==> config.mk <==
export PLATFORM = sky130hd
export DESIGN_NAME = vram_arb
export DESIGN_NICKNAME = d
export VERILOG_FILES = /design/src/rtl/vram_arb_pkg.sv /design/src/rtl/vram_arb_ctrl.sv /design/src/rtl/vram_arb_dpath.sv /design/src/rtl/vram_arb.sv
export SDC_FILE = /design/constraint.sdc
export NUM_CORES = 1
export LEC_CHECK = 0
export BUFFER_PORTS_ARGS = -buffer_cell sky130_fd_sc_hd__buf_4
export CAP_MARGIN = 20
export CORE_MARGIN = 4
export CORE_UTILIZATION = 21
export DETAILED_ROUTE_END_ITERATION = 10
export PLACE_DENSITY = 0.75
export SETUP_SLACK_MARGIN = 0.1
export SLEW_MARGIN = 20
export SYNTH_ARGS = -nofsm -noshare
export SYNTH_HDL_FRONTEND = slang
export SYNTH_HIERARCHICAL = 1
export SYNTH_SLANG_ARGS = --single-unit
==> constraint.sdc <==
create_clock -name clk -period 1 [get_ports clk]
set_clock_uncertainty 0.15 [all_clocks]
set_input_delay 0.05 -clock clk [delete_from_list [all_inputs] [get_ports clk]]
set_output_delay 0.05 -clock clk [all_outputs]
set_load 0.05 [all_outputs]
==> src/rtl/vram_arb_pkg.sv <==
package vram_arb_pkg;

  typedef enum logic {
    OWNER_CPU  = 1'b0,
    OWNER_DISP = 1'b1
  } ramOwner_e;

  typedef struct packed {
    logic dispOwn;   // address mux points at the display
    logic ramWe;     // write strobe into RAM, active high
    logic toCpu;     // RAM read data driven toward the CPU
    logic fromCpu;   // CPU write data driven toward the RAM
  } arbStrobes_t;

endpackage

==> src/rtl/vram_arb_ctrl.sv <==
module vram_arb_ctrl
  import vram_arb_pkg::*;
(
  input  logic        clk,
  input  logic        rstN,
  input  logic        dispEn,
  input  logic        stallWrOnly,
  input  logic        vramSelN,
  input  logic        cpuRnW,
  input  logic        cpuWrStb,
  output logic        cpuReady,
  output arbStrobes_t stb
);

  ramOwner_e ownerQ;
  logic      readyQ;
  logic      cpuSel;
  logic      stallKind;
  logic      stallReq;

  assign cpuSel = ~vramSelN;

  // In write-only mode a read is not a reason to wait.
  assign stallKind = stallWrOnly ? ~cpuRnW : 1'b1;
  assign stallReq  = dispEn & cpuSel & stallKind;

  // Ownership moves only on an edge, so the mux never changes
  // inside a CPU cycle. During reset it simply tracks dispEn.
  always_ff @(posedge clk) begin
    if (!rstN) begin
      ownerQ <= dispEn ? OWNER_DISP : OWNER_CPU;
      readyQ <= 1'b1;
    end else begin
      ownerQ <= dispEn ? OWNER_DISP : OWNER_CPU;
      readyQ <= ~stallReq;
    end
  end

  assign cpuReady = readyQ;

  always_comb begin
    stb         = '0;
    stb.dispOwn = (ownerQ == OWNER_DISP);
    stb.toCpu   = cpuSel & cpuRnW;
    if (ownerQ == OWNER_CPU) begin
      stb.fromCpu = cpuSel & ~cpuRnW;
      stb.ramWe   = cpuSel & ~cpuRnW & cpuWrStb;
    end
  end

endmodule

==> src/rtl/vram_arb_dpath.sv <==
module vram_arb_dpath
  import vram_arb_pkg::*;
#(
  parameter int ADDR_W = 11,
  parameter int DATA_W = 8
) (
  input  arbStrobes_t       stb,
  input  logic [ADDR_W-1:0] cpuAddr,
  input  logic [ADDR_W-1:0] crtAddr,
  input  logic [DATA_W-1:0] cpuWrData,
  input  logic [DATA_W-1:0] ramRdData,
  output logic [ADDR_W-1:0] ramAddr,
  output logic [DATA_W-1:0] ramWrData,
  output logic [DATA_W-1:0] cpuRdData
);

  always_comb begin
    ramAddr = stb.dispOwn ? crtAddr : cpuAddr;
  end

  // Per-bit buffer gating, like a row of tri-state drivers folded to logic.
  for (genvar b = 0; b < DATA_W; b++) begin : g_bufBit
    assign ramWrData[b] = cpuWrData[b] & stb.fromCpu;
    assign cpuRdData[b] = ramRdData[b] & stb.toCpu;
  end

endmodule

==> src/rtl/vram_arb.sv <==
module vram_arb
  import vram_arb_pkg::*;
#(
  parameter int ADDR_W = 11,
  parameter int DATA_W = 8
) (
  input  logic              clk,
  input  logic              rstN,
  input  logic              dispEn,
  input  logic              stallWrOnly,
  input  logic              vramSelN,
  input  logic              cpuRnW,
  input  logic              cpuWrStb,
  input  logic [ADDR_W-1:0] cpuAddr,
  input  logic [DATA_W-1:0] cpuWrData,
  output logic [DATA_W-1:0] cpuRdData,
  output logic              cpuReady,
  output logic              cpuDataDrv,
  input  logic [ADDR_W-1:0] crtAddr,
  output logic [ADDR_W-1:0] ramAddr,
  output logic              ramMuxSel,
  output logic              ramWeN,
  output logic [DATA_W-1:0] ramWrData,
  input  logic [DATA_W-1:0] ramRdData
);

  arbStrobes_t stb;

  vram_arb_ctrl u_ctrl (
    .clk        (clk),
    .rstN       (rstN),
    .dispEn     (dispEn),
    .stallWrOnly(stallWrOnly),
    .vramSelN   (vramSelN),
    .cpuRnW     (cpuRnW),
    .cpuWrStb   (cpuWrStb),
    .cpuReady   (cpuReady),
    .stb        (stb)
  );

  vram_arb_dpath #(
    .ADDR_W(ADDR_W),
    .DATA_W(DATA_W)
  ) u_dpath (
    .stb      (stb),
    .cpuAddr  (cpuAddr),
    .crtAddr  (crtAddr),
    .cpuWrData(cpuWrData),
    .ramRdData(ramRdData),
    .ramAddr  (ramAddr),
    .ramWrData(ramWrData),
    .cpuRdData(cpuRdData)
  );

  assign ramMuxSel  = stb.dispOwn;
  assign ramWeN     = ~stb.ramWe;
  assign cpuDataDrv = stb.toCpu;

endmodule

==> impl_metrics.toml <==
[outcome]
outcome = "finished with violations"
failed_checks = "hold timing, setup timing"

[routing]
met1_length_um = 804
post-route-drc-count = 0
wl_um = 2140
vias_per_cell = 4.53
wl_met2_um = 1040
drtAntennaViolNets = 0
drt_first_iter_violations = 5
dr_total_vias = 620
first_pass_iters = 4
wl_met3_um = 294
top_layer = "met3"
wl_per_cell_um = 15.6

[sta]
hold_ws_ns = -0.0811
tightest_slew_ns = 0.147
max_freq_mhz = 703
rsz0062_at_grt = "true"
fin_ws_ns = -0.422
fin_crit_sh = 1.42
hold_viol = 1
slew_headroom = 0.902
final_max_slew_viol_count = 0
period_needed_ns = 1.42
setup_viol = 21
setup_tns_ns = -7.81

[placed_design]
placed_area_um2 = 990
numPlacedInstances = 128
io_buffers = 75
gp_congestion = 0.728
pre_cts_ws_ns = -0.200

[worst_setup_path]
critPathKind = "reg -> out"
required_ns = 0.80
critPathMaxStageDelay_ns = 0.39
crit_path_end_kind = "output port"
cp_max_fo = 6
cp_cell_sequence = "buf_12 > mux2_4 > buf_6"
slowest_stage = "dfxtp_4"
cp-start-kind = "flip-flop"
crit_arrival_ns = 1.22

[layout]
fin_cells = 137
fill_cells = 102
final_util = 0.795
final_cell_area_mm2 = 0.00124
antenna_cells = 0
area_growth_pct = 245
nets = 168
drive_above_1_share = 0.942

[cts]
cts_tree = "built"
postCtsHoldBufs = 2
cts_made_buffers = 3
cts_max_level = 1
clk_pin_slew_ns = 0.03
cts-root-buf = "clkbuf_4"
cts.sinks = 2
clk_path_buf_depth = 2

[synthesis]
syn-instance-count = 37
synth_seq_cells = 2
synth_warnings = 6
syn_area_um2 = 359
synth_nets = 82
avgSynthCellArea_um2 = 9.71
yosysSeqAreaShare = 0.111
synth_cell_types = 11

[global_routing]
grt_usage = 0.175
grt_overflow = 0
grt_pass1_vias = 660
antenna_found_initial = 0
grt_pass1_wl_um = 3210
grt_max_degree = 10

[pwr]
p_leak_nw = 0.662
peakVddDrop_uv = 643
power.total_uw = 952
p_per_area_mw_per_mm2 = 769

[die]
rows = 14
initial_core_util = 0.230
die_w_um = 49.4
fp.dieH_um = 49.4
core_area_mm2 = 0.00156
die_area_mm2 = 0.00244
pin_count = 76

[worst_hold_path]
hold_path_class = "in -> reg"

[run]
maxCapViolations = 0
[kinds of logic (layout without fill, tap and decap cells)]
family                 Yosys count  in the layout  share of synthesized area
buffers and inverters            3             86                     0.0627
flip-flops                       2              2                      0.112
multiplexers                    11             11                      0.449
AND/OR/NAND/NOR                 21             22                      0.376
[cell usage in the layout, fill, tap and decap left out, drive strengths merged]
cell and instances:
nand2 1, and2 17, nor3 1, buf 80, clkbuf 3, dlygate4sd3 2
inv 1, mux2 11, dfxtp 2, nor2b 2, nand4b 1
[layout make-up]
class	instances	area, um^2	area share
timing repair buffer	82	798	0.644
multi-input combinational	33	349	0.282
sequential	2	45.0	0.0364
clock buffer	3	22.5	0.0182
tap	16	20.0	0.0162
inverter	1	3.75	0.00303
[per-layer routing]
layer	track usage	vias to the layer above
met5	0	-
met4	0.0711	0
met3	0.0765	0
met2	0.308	57
met1	0.178	269
li1	-	294
[synthesized netlist by cell type]
| master | count | area share |
|---|---|---|
| nand2_1 | 1 | 0.010 |
| nor2b_1 | 1 | 0.017 |
| mux2_4 | 10 | 0.42 |
| and2_1 | 17 | 0.30 |
| buf_6 | 1 | 0.031 |
| dfxtp_1 | 2 | 0.11 |
| mux2_2 | 1 | 0.031 |
| inv_1 | 1 | 0.010 |
| nand4b_1 | 1 | 0.024 |
| buf_4 | 1 | 0.021 |
| nor3_2 | 1 | 0.028 |
[where the power goes]
part           switching [mW]  internal, mW
Sequential            0.00708        0.0835
Clock                  0.0442         0.132
Combinational           0.336         0.349
[timing repair]
item | 4_1_cts | 5_1_grt
pin swaps | 0 | 1
setup endpoints to repair | 30 | 31
hold endpoints to repair | 2 | 1
gates cloned | 2 | 1
gates resized for setup | 29 | 15
buffers inserted | 1 | 0
[final timing paths]
path                 startpoint         endpoint  cells past startpoint
setup / recovery  u_ctrl/ownerQ       ramAddr[5]                      3
hold / removal      stallWrOnly  u_ctrl/cpuReady                      3
[critical path, delay by kind of cell, from the launching register on]
family | cells | cell delay, ns
buf+inv | 2 | 0.30
flops | 1 | 0.39
mux | 1 | 0.30
[flip-flops by register name, summed over array words and instances, names as in the netlist]
register         flops
u_ctrl/cpuReady      1
u_ctrl/ownerQ        1
(Power assumes the default switching activity.)
